`config.mk`:
```
export PLATFORM = sky130hd
export DESIGN_NAME = prog_timer
export DESIGN_NICKNAME = d
export VERILOG_FILES = /design/src/rtl/tmr_pkg.sv /design/src/rtl/tmr_prescaler.sv /design/src/rtl/tmr_step_gen.sv /design/src/rtl/tmr_counter.sv /design/src/rtl/prog_timer.sv
export SDC_FILE = /design/constraint.sdc
export NUM_CORES = 1
export LEC_CHECK = 0
export CAP_MARGIN = 20
export CELL_PAD_IN_SITES_DETAIL_PLACEMENT = 1
export CELL_PAD_IN_SITES_GLOBAL_PLACEMENT = 2
export CORE_ASPECT_RATIO = 0.9
export CORE_UTILIZATION = 36
export CTS_CLUSTER_DIAMETER = 120
export DETAILED_ROUTE_END_ITERATION = 8
export GPL_ROUTABILITY_DRIVEN = 0
export PLACE_DENSITY_LB_ADDON = 0.3
export SLEW_MARGIN = 20
export SYNTH_ARGS = -nofsm -noshare
export SYNTH_HDL_FRONTEND = slang
export SYNTH_SLANG_ARGS = --single-unit
```
`constraint.sdc`:
```
create_clock -name clk -period 4.2 [get_ports clk]
set_input_delay 0.63 -clock clk [delete_from_list [all_inputs] [get_ports clk]]
set_output_delay 0.63 -clock clk [all_outputs]
set_load 0.02 [all_outputs]
```
`src/rtl/tmr_pkg.sv`:
```
// Package: shared register select codes and the rate-code to tap mapping.
// Assumes the prescaler is at least 10 bits wide so every tap exists.
package tmr_pkg;

    typedef enum logic [1:0] {
        SEL_DIV = 2'd0,
        SEL_CNT = 2'd1,
        SEL_MOD = 2'd2,
        SEL_CTL = 2'd3
    } tmr_sel_e;

    localparam int CTL_W = 3;

    // Maps a rate code to the prescaler bit whose falling edge steps the count.
    function automatic int tap_index(input logic [1:0] rate);
        case (rate)
            2'd0:    return 9;
            2'd1:    return 3;
            2'd2:    return 5;
            default: return 7;
        endcase
    endfunction

endpackage

```
`src/rtl/tmr_prescaler.sv`:
```
// Module: free-running prescaler that advances every clock and clears on request.
// Assumes clr is a single-cycle strobe derived from a bus write.
module tmr_prescaler #(
    parameter int DIV_W = 16
) (
    input  logic             clk,
    input  logic             rst_n,
    input  logic             clr,
    output logic [DIV_W-1:0] div_q
);

    // Purpose: advance the prescaler, or clear it on a write.
    always_ff @(posedge clk) begin
        if (!rst_n || clr) begin
            div_q <= '0;
        end else begin
            div_q <= div_q + 1'b1;
        end
    end

endmodule

```
`src/rtl/tmr_step_gen.sv`:
```
// Module: picks a prescaler tap by rate code, gates it with the enable bit and
// flags a step on each 1-to-0 transition of the gated tap.
// Assumes DIV_W covers the highest tap in tmr_pkg::tap_index.
module tmr_step_gen #(
    parameter int DIV_W = 16
) (
    input  logic             clk,
    input  logic             rst_n,
    input  logic [DIV_W-1:0] div_q,
    input  logic [1:0]       rate,
    input  logic             enable,
    output logic             step
);

    localparam int N_RATES = 4;

    logic [N_RATES-1:0] taps;
    logic               gated;
    logic               gated_q;

    // One tap per rate code, each taken from its own prescaler bit.
    for (genvar i = 0; i < N_RATES; i++) begin : g_tap
        localparam int TI = tmr_pkg::tap_index(2'(i));
        assign taps[i] = div_q[TI];
    end

    assign gated = taps[rate] & enable;

    // Purpose: remember the gated tap from the previous cycle for edge detection.
    always_ff @(posedge clk) begin
        if (!rst_n) begin
            gated_q <= 1'b0;
        end else begin
            gated_q <= gated;
        end
    end

    assign step = gated_q & ~gated;

endmodule

```
`src/rtl/tmr_counter.sv`:
```
// Module: count register with modulo reload and a one-cycle overflow pulse.
// Assumes a bus load and a step may arrive together; the load then wins.
module tmr_counter #(
    parameter int CNT_W = 8
) (
    input  logic             clk,
    input  logic             rst_n,
    input  logic             step,
    input  logic             load_en,
    input  logic [CNT_W-1:0] load_val,
    input  logic [CNT_W-1:0] mod_val,
    output logic [CNT_W-1:0] count_q,
    output logic             irq_q
);

    localparam logic [CNT_W-1:0] CNT_MAX = '1;

    logic overflow;

    assign overflow = step && !load_en && (count_q == CNT_MAX);

    // Purpose: load from the bus, reload on overflow, or step the count.
    always_ff @(posedge clk) begin
        if (!rst_n) begin
            count_q <= '0;
        end else if (load_en) begin
            count_q <= load_val;
        end else if (overflow) begin
            count_q <= mod_val;
        end else if (step) begin
            count_q <= count_q + 1'b1;
        end
    end

    // Purpose: register the overflow as a single-cycle request.
    always_ff @(posedge clk) begin
        if (!rst_n) begin
            irq_q <= 1'b0;
        end else begin
            irq_q <= overflow;
        end
    end

endmodule

```
`src/rtl/prog_timer.sv`:
```
// Module: top of the timer. It decodes byte register accesses, holds the
// modulo and control registers and connects prescaler, step generator and counter.
// Assumes one access per cycle; reads are combinational on bus_addr.
module prog_timer #(
    parameter int DIV_W = 16,
    parameter int CNT_W = 8
) (
    input  logic             clk,
    input  logic             rst_n,
    input  logic             bus_wr,
    input  logic [1:0]       bus_addr,
    input  logic [CNT_W-1:0] bus_wdata,
    output logic [CNT_W-1:0] bus_rdata,
    output logic             irq_pulse
);

    import tmr_pkg::*;

    localparam int DIV_HI = DIV_W - 1;

    logic [DIV_W-1:0] div_q;
    logic [CNT_W-1:0] count_q;
    logic [CNT_W-1:0] mod_q;
    logic [CTL_W-1:0] ctl_q;
    logic             wr_div;
    logic             wr_cnt;
    logic             step;

    assign wr_div = bus_wr && (bus_addr == SEL_DIV);
    assign wr_cnt = bus_wr && (bus_addr == SEL_CNT);

    // Purpose: hold the modulo and control registers written by software.
    always_ff @(posedge clk) begin
        if (!rst_n) begin
            mod_q <= '0;
            ctl_q <= '0;
        end else if (bus_wr) begin
            if (bus_addr == SEL_MOD) mod_q <= bus_wdata;
            if (bus_addr == SEL_CTL) ctl_q <= bus_wdata[CTL_W-1:0];
        end
    end

    tmr_prescaler #(.DIV_W(DIV_W)) u_pre (
        .clk   (clk),
        .rst_n (rst_n),
        .clr   (wr_div),
        .div_q (div_q)
    );

    tmr_step_gen #(.DIV_W(DIV_W)) u_step (
        .clk    (clk),
        .rst_n  (rst_n),
        .div_q  (div_q),
        .rate   (ctl_q[1:0]),
        .enable (ctl_q[2]),
        .step   (step)
    );

    tmr_counter #(.CNT_W(CNT_W)) u_cnt (
        .clk      (clk),
        .rst_n    (rst_n),
        .step     (step),
        .load_en  (wr_cnt),
        .load_val (bus_wdata),
        .mod_val  (mod_q),
        .count_q  (count_q),
        .irq_q    (irq_pulse)
    );

    // Purpose: return the selected register on the read port.
    always_comb begin
        case (bus_addr)
            SEL_DIV: bus_rdata = div_q[DIV_HI -: CNT_W];
            SEL_CNT: bus_rdata = count_q;
            SEL_MOD: bus_rdata = mod_q;
            default: bus_rdata = {{(CNT_W-CTL_W){1'b0}}, ctl_q};
        endcase
    end

endmodule

```
# After elaboration in Yosys (flattened, before gate mapping)
# Index checks and enable logic that the tools add are counted.
# op_classes
add_sub_neg	2
n_lt_le_gt_ge	1
eq_ne	4
muxes	6
bitwise	3
n_reduce_logical	11
# ops
op	n
$mux 8	3
$pmux 8 s3	1
$add 16x1->16 const B	1
$add 8x1->8 const B	1
$eq 8x8->1 const B	1
$eq 2x2->1 const B	2
$logic_and 1x1->1	4
$reduce_and 2->1	2
$lt 2x3->1 const B	1
$reduce_bool 3->1	1
$and 1x1->1	2
$bmux 1 s2	1
$eq 2x1->1 const B	1
$logic_not 1->1	2
$logic_not 2->1	1
$logic_or 1x1->1	1
$mux 1	1
$not 1->1	1
# word_totals
reg_bits	37
in_bits	13
output_inout_bits	9
wordCells	33

# Depth between registers and ports, before layout
# Gate-level depths: netlist of the first run.
# depth
depth_word	9
ltp_mapped	6
mapped_depth_nobuf	6

# Cells and area by module
# Synthesis of the first run repeated with hierarchy kept, for this count alone.
# unflattened
hier_cells	222
hier_area_um2	1990.7
# modules_own_cells
module	n_inst	cells_each	area_per_inst_um2	seq_area_each_um2
tmr_prescaler	1	78	716.9	320.3
prog_timer	1	64	649.4	220.2
tmr_counter	1	71	554.3	180.2
tmr_step_gen	1	9	70.1	20.0

# Least setup slack after synthesis of the first run
# OpenSTA, ideal clock, no wires.
# synth_path
path_kind	input -> output
start	input bus_addr[1]
end	output bus_rdata[3]
t_arrival_ns	1.559
required_time_ns	3.570
setup_slack_ns	2.011
stages	5
n_path_buf	2
path_cell_list	buf_2 -> nor2b_1 -> buf_2 -> nand2_1 -> o21ai_0
# synth_via
elab_chain_len	2
elab_cells_between_ends	4
cone_classes	eq/ne: 2; mux: 1; reduce/logical: 1
# synth_rtl
element	line	text
from (decl)	prog_timer.sv:11	input logic [1:0] bus_addr,
$eq 2x2->1, or another cell as far along	prog_timer.sv:72	case (bus_addr)
$pmux 8 s3 *	prog_timer.sv:72	
to (decl)	prog_timer.sv:13	output logic [CNT_W-1:0] bus_rdata,
# Mark *: on every way between the ends. The rest lies on a longest branch, timed or not.

# Worst setup path after layout of the first run
# layout_path
start	input bus_addr[0]
end	output bus_rdata[1]
# The elaborated chain is that of the path after synthesis.

==> results of run 1 <==
-- registers in the layout, indices dropped and copies added (netlist names) --
| signal | flops |
|---|---|
| ctl_q | 3 |
| u_cnt.count_q | 8 |
| u_step.gated_q | 1 |
| u_pre.div_q | 16 |
| mod_q | 8 |
| u_cnt.irq_q | 1 |
-- worst max-delay path by stage --
| stage | startpoint | endpoint | slack (ns) | cells past startpoint |
|---|---|---|---|---|
| 2_1_floorplan | bus_addr[1] | bus_rdata[3] | 2.01 | 5 |
| 3_3_place_gp | bus_addr[0] | bus_rdata[1] | 0.88 | 3 |
| 3_5_place_dp | bus_addr[0] | bus_rdata[1] | 0.88 | 3 |
| 4_1_cts | bus_addr[0] | bus_rdata[1] | 0.85 | 3 |
| 5_1_grt | bus_addr[0] | bus_rdata[1] | 0.80 | 3 |
| 6_report | bus_addr[0] | bus_rdata[1] | 0.83 | 3 |
-- worst max-delay path, cell delays in order --
cell and delay (ns):
clkdlybuf4s50_1 0.87, mux4_1 0.68, clkdlybuf4s50_1 0.56
-- layout by cell type, fill, tap and decap left out, drive strengths merged --
| cell type | instances |
|---|---|
| nand2b | 2 |
| or3 | 3 |
| clkinv | 2 |
| nor2b | 1 |
| or2 | 2 |
| and4 | 3 |
| a311o | 1 |
| nand2 | 28 |
| inv | 6 |
| a221oi | 1 |
| a21oi | 17 |
| a41o | 1 |
| o21ai | 18 |
| a31oi | 4 |
| clkdlybuf4s50 | 21 |
| nor3b | 1 |
| and2 | 1 |
| ha | 2 |
| dfxtp | 37 |
| xnor2 | 4 |
| o22ai | 1 |
| and3 | 5 |
| nor3 | 2 |
| buf | 4 |
| nor2 | 23 |
| a21o | 1 |
| a211o | 2 |
| nand4 | 9 |
| mux2i | 11 |
| xor2 | 7 |
| mux4 | 3 |
| clkbuf | 6 |
| nand3 | 22 |
| o31ai | 1 |
| mux2 | 1 |
| o221ai | 1 |
| o221a | 1 |
-- report_power, final --
group / switching [µW] / internal, µW / total [µW]
sequential: 11.5 / 359 / 371
combinational: 35.6 / 30.8 / 66.4
clock: 126 / 115 / 241
-- layer usage --
| metal | vias to the layer above | share of wire (%) | global-route usage [%] | wire [µm] |
|---|---|---|---|---|
| li1 | 884 | - | - | - |
| met1 | 831 | 52 | 31.1 | 2770 |
| met2 | 32 | 44 | 32.0 | 2330 |
| met3 | 2 | 3.1 | 5.35 | 165 |
| met4 | 0 | 0.38 | 4.04 | 20 |
| met5 | - | 0 | 0 | 0 |
-- Yosys cell counts, types with 5 or more instances --
library cell  count
and3_1            5
nor2_1           21
a21oi_1          16
nand4_1           7
xor2_1            7
nand3_1          22
mux2i_1          11
nand2_1          28
dfxtp_1          37
clkbuf_1          5
o21ai_0          14
inv_1             6
-- per-stage QoR --
step	area, µm²	util (%)	instances	hold slack (ns)	worst slack [ns]
finish	2280	45.7	320	0.471	0.826
global route	2280	45.7	320	0.502	0.798
CTS	2280	45.7	320	0.479	0.854
detailed placement	2200	44.1	312	0.462	0.884
global placement	2200	44.1	312	0.450	0.875
floorplan	1920	-	232	0.437	2.01
-- cells by family after synthesis --
logic type | Yosys count | synth area share, %
compound gates | 49 | 15.2
xor+xnor | 11 | 5.02
fa+ha+maj | 2 | 1.30
buf+inv | 16 | 3.39
flops | 37 | 38.6
mux | 15 | 10.0
simple gates | 102 | 26.4
-- area by class of cell --
class | instances | area [µm²] | share of cell area [%]
clock buffers | 6 | 72.6 | 3.18
clock inverters | 2 | 10.0 | 0.439
inverters | 6 | 22.5 | 0.988
multi-input cells | 179 | 1110 | 48.8
flip-flops and latches | 37 | 741 | 32.5
well taps | 65 | 81.3 | 3.57
repair buffers | 25 | 240 | 10.5
==> impl_results.md, run 1 <==
* Outcome: completed
* # diodes at 0
* # DRC at 0
* Reg2reg path depth at 6
* Clock net sink count at 37
* First-pass GRT wire length at 9110 µm
* Min cycle time layout at 3.37 ns
* Top FF cell, synth: dfxtp_1
* Setup TNS at 0 ns
* Effective utilization at floorplan at 38.5%
* Via count at 1,749
* Cell taking the most area after synthesis: dfxtp_1
* CP max FO at 12
* Hold_buf cts at 0
* Crit. End Element: primary output
* Setup Buffers After CTS at 0
* Worst R2R Start: u_cnt.count_q[0]
* Max-slew headroom at 58.5%
* Pleak at 0.000807 µW
* Hold depth at 1
* Post-synth EDFFs at 0
* R2R Path End: u_cnt.count_q[1]
* Fmax achieved at 0.296 GHz
* Synthesized instance count at 232
* Period utilization at 80.3%
* Synthesized Nets at 247
* Tot GR Track Use at 21.3%
* Hold Path End: u_pre.div_q[0]
* Synthesized flop and latch total at 37
* Detailed Routing Iterations Pass 1 at 4
* Slew Limit Fails at 0
* Vias per cell at 5.47
* TritonCTS clock tree: built
* DR iter-0 viols at 89
* FF-to-FF setup slack at 2.47 ns
* Initial antenna violation count at 0
* Post-CTS sizing at 0
* Drt wl/cell at 16.5 µm
* Die area at 5620 µm²
* Max VDD drop at 0.156 mV
* Worst setup SP type: input port
* Synth area leaders: dfxtp_1, mux2i_1, nand3_1
* Largest net degree at the start of global routing at 17
* Longest Clk Path Bufs at 2
* Library cells used by synthesis at 41
* I/O Buffers at 21
* Row count at 24
* Clk Latency, worst-skew pair at 0.28 ns
* Critical path arrival at 2.74 ns
* MaxCap Viol Count at 0
* Die extent in x at 78.9 µm
* Fill count at 625
* Async set or reset register ratio after synthesis at 0%
* Yosys top cell area share at 38.6%
* HPWL after DPL at 3930 µm
* Setup-failing EPs final at 0
* Min-delay src: u_pre.div_q[0]
* Crit Path Class: in -> out
* Num CTS Buffers at 5
* RSZ-0062 raised after global routing: no
* H-tree lvl count at 2
* Seq/Total Area, Yosys at 38.6%
* Area growth, synth to finish at 18.9%
* Final ANT Viol Nets at 0
* Critical path required time at 3.57 ns
* Share of layout cells above drive strength 1 at 7.84%
* HP Class: reg -> reg
* Worst-case clock skew at 0.00197 ns
* Yosys warning count at 0
* Power Density at 297 nW/µm²
* Core Box Area at 4980 µm²
* Post-Syn Area at 1920 µm²
* Syn_area_per_cell at 8.27 µm²
* Final hold violations at 0
* I/O Pins at 22
* Clock-pin slew on the worst setup and hold paths at 0.07 ns
* Final Power at 678 µW
* Die height at 71.2 µm
* Final nets at 269
* GR Overflow Total at 0
* Routed WL at 5290 µm
* Number of global-route vias before repair at 1,794
* Clk root buf: clkbuf_8
* Slew at the pin closest to its max-slew limit at 0.621 ns
Power figures use the tool's default switching activity.
==> run 2: changes to the inputs <==
--- a/config.mk
+++ b/config.mk
@@ -9,7 +9,7 @@
 export CELL_PAD_IN_SITES_DETAIL_PLACEMENT = 1
 export CELL_PAD_IN_SITES_GLOBAL_PLACEMENT = 2
 export CORE_ASPECT_RATIO = 0.9
-export CORE_UTILIZATION = 36
+export CORE_UTILIZATION = 33
 export CTS_CLUSTER_DIAMETER = 120
 export DETAILED_ROUTE_END_ITERATION = 8
 export GPL_ROUTABILITY_DRIVEN = 0
==> constraint.sdc (replaced) <==
create_clock -name clk -period 3.5 [get_ports clk]
set_input_delay 0.525 -clock clk [delete_from_list [all_inputs] [get_ports clk]]
set_output_delay 0.525 -clock clk [all_outputs]
set_load 0.02 [all_outputs]
==> run 2 against run 1 <==
Compared with the run above:
- sequential power is 20% higher
- design area is 3.2% higher
- core utilization is 2.3 points lower
- largest cell class unchanged
==> impl_results.md, run 2 (same netlist as run 1, synthesis figures left out) <==
* I/O Pins at 22 (unchanged)
* Area growth, synth to finish at 22.6%
* Effective utilization at floorplan at 35.4% (-3.0 points)
* Final hold violations at 0 (unchanged)
* Clock-pin slew on the worst setup and hold paths at 0.08 ns (about the same)
* Tot GR Track Use at 20.6% (-0.70 points)
* Slew Limit Fails at 0 (unchanged)
* Crit Path Class: in -> out
* GR Overflow Total at 0 (unchanged)
* Final core utilization at 43.5% (-2.3 points)
* Setup-failing EPs final at 0 (unchanged)
* Pleak at 0.000840 µW (+4.1%)
* Clk root buf: clkbuf_8
* Die extent in x at 82.4 µm (+4.3%)
* MaxCap Viol Count at 0 (unchanged)
* Setup TNS at 0 ns (unchanged)
* Row count at 25 (+4.2%)
* Most frequent cells in the layout: dfxtp_1, nand2_1, nand3_1, nor2_1, clkdlybuf4s50_1
* Critical path required time at 2.97 ns (-0.60 ns)
* Most frequent CP cell: clkdlybuf4s50_1
* Power Density at 419 nW/µm² (+41%)
* Die area at 6120 µm² (+8.8%)
* I/O Buffers at 21 (unchanged)
* Detailed Routing Iterations Pass 1 at 4 (unchanged)
* Net Switching at 230 µW (+33%)
* Largest regs: u_pre.div_q (16), mod_q (8), u_cnt.count_q (8)
* First-pass GRT wire length at 9180 µm (+0.69%)
* TritonCTS clock tree: built
* Number of global-route vias before repair at 1,817 (+1.3%)
* Hold_buf cts at 0 (unchanged)
* Clock net sink count at 37 (unchanged)
* Worst-case clock skew at 0.00886 ns (+0.00688 ns)
* Leading cell type in the layout, fill and taps excluded: dfxtp_1
* RSZ-0062 raised after global routing: no
* # DRC at 0 (unchanged)
* Final ANT Viol Nets at 0 (unchanged)
* Routed WL at 5700 µm (+7.9%)
* Drt wl/cell at 17.6 µm (+6.5%)
* Crit. End Element: primary output
* Period utilization at 84.3%
* Worst setup SP type: input port
* Via count at 1,808 (+3.4%)
* Min cycle time layout at 2.95 ns
* Num CTS Buffers at 5 (unchanged)
* Combinational share of power at 8.3% (-1.5 points)
* Critical path arrival at 2.43 ns (-0.31 ns)
* Max VDD drop at 0.267 mV (+71%)
* Max FFs per register at 16 (unchanged)
* Largest Register: u_pre.div_q
* Share of layout cells above drive strength 1 at 8.95% (+1.1 points)
* Setup Buffers After CTS at 0 (unchanged)
* Cell Int Power at 756 µW (+50%)
* Max-slew headroom at 61.9% (+3.4 points)
* Placed cells at 316 (+1.3%)
* Min-delay src: mod_q[2]
* Initial antenna violation count at 0 (unchanged)
* Core Box Area at 5410 µm² (+8.6%)
* Crit-path cells: clkdlybuf4s50_1 -> mux4_1 -> clkdlybuf4s50_1
* Outcome: completed
* Power share of the sequential group at 45.1% (-9.6 points)
* Vias per cell at 5.58 (+2.1%)
* Die height at 74.3 µm (+4.3%)
* Clock power share at 46.5% (+11 points)
* Longest Clk Path Bufs at 2 (unchanged)
* Fmax achieved at 0.339 GHz
* Post-CTS sizing at 0 (unchanged)
* DR iter-0 viols at 118 (+33%)
* HPWL after DPL at 4150 µm (+5.6%)
* H-tree lvl count at 2 (unchanged)
* Worst R2R Start: ctl_q[1]
* Worst-path cell with the longest stage delay: clkdlybuf4s50_1
* Clk Latency, worst-skew pair at 0.30 ns (+0.02 ns)
* HP Class: reg -> reg
* Final Non-Filler Cells at 324 (+1.3%)
* Sw Share at 23.3% (-2.2 points)
* Largest net degree at the start of global routing at 17 (unchanged)
* Final nets at 271 (+0.74%)
* CP max FO at 8 (-4)
* Slowest cell delay on critical path at 0.68 ns (-0.19 ns)
* CP Launch Point: bus_addr[0]
* # diodes at 0 (unchanged)
* Slew at the pin closest to its max-slew limit at 0.571 ns (-0.0501 ns)
[run 2: cell count changes in the layout (fill, tap and decap cells not counted), sizes merged]
| cell | delta |
|---|---|
| buf | +2 |
| bufinv | +2 |
| clkinv | -2 |
| clkbuf | -1 |
| inv | +1 |
[run 2: per-layer routing]
metal / track usage (%) / vias up / share of wire [%]
met2: 31.4 / 39 / 43
met1: 28.6 / 881 / 51
met3: 4.29 / 6 / 4.7
met5: 0 / - / 0
li1: - / 882 / -
met4: 7.41 / 0 / 1.2
[run 2: worst max-delay path, delay by kind of cell]
kind / cells / cell delay, ns
buffers and inverters: 2 / 1.24
multiplexers: 1 / 0.65
[run 2: per-stage QoR]
step	cell area, µm²	power (µW)	hold WS (ns)	setup WS [ns]
CTS	2350	994	0.478	0.551
floorplan	1920	496	0.437	1.52
detailed placement	2210	537	0.470	0.587
global placement	2210	535	0.459	0.563
finish	2350	986	0.477	0.550
global route	2350	1020	0.495	0.456
[run 2: power groups by stage]
stage	clock (µW)	combinational [µW]	sequential [µW]
6_report	459	82.3	445
3_5_place_dp	0	82.0	455
4_1_cts	467	82.7	445
5_1_grt	486	90.9	448
2_1_floorplan	0	46.8	449
3_3_place_gp	0	80.7	455
[run 2: path summary, 6_finish.rpt]
kind         slack, ns                to  depth (start not counted)
max               0.55      bus_rdata[1]                          3
min               0.48          mod_q[2]                          2
max reg2reg       1.80  u_cnt.count_q[5]                          5
min reg2reg       0.48          mod_q[2]                          2
[run 2: final cells by class]
| class | count | area, µm² |
|---|---|---|
| fillers | 642 | 3060 |
| multi-input cells | 179 | 1110 |
| flip-flops and latches | 37 | 741 |
| repair buffers | 27 | 255 |
| well taps | 67 | 83.8 |
| clock buffers | 5 | 68.8 |
| clock inverters | 3 | 68.8 |
| inverters | 6 | 22.5 |
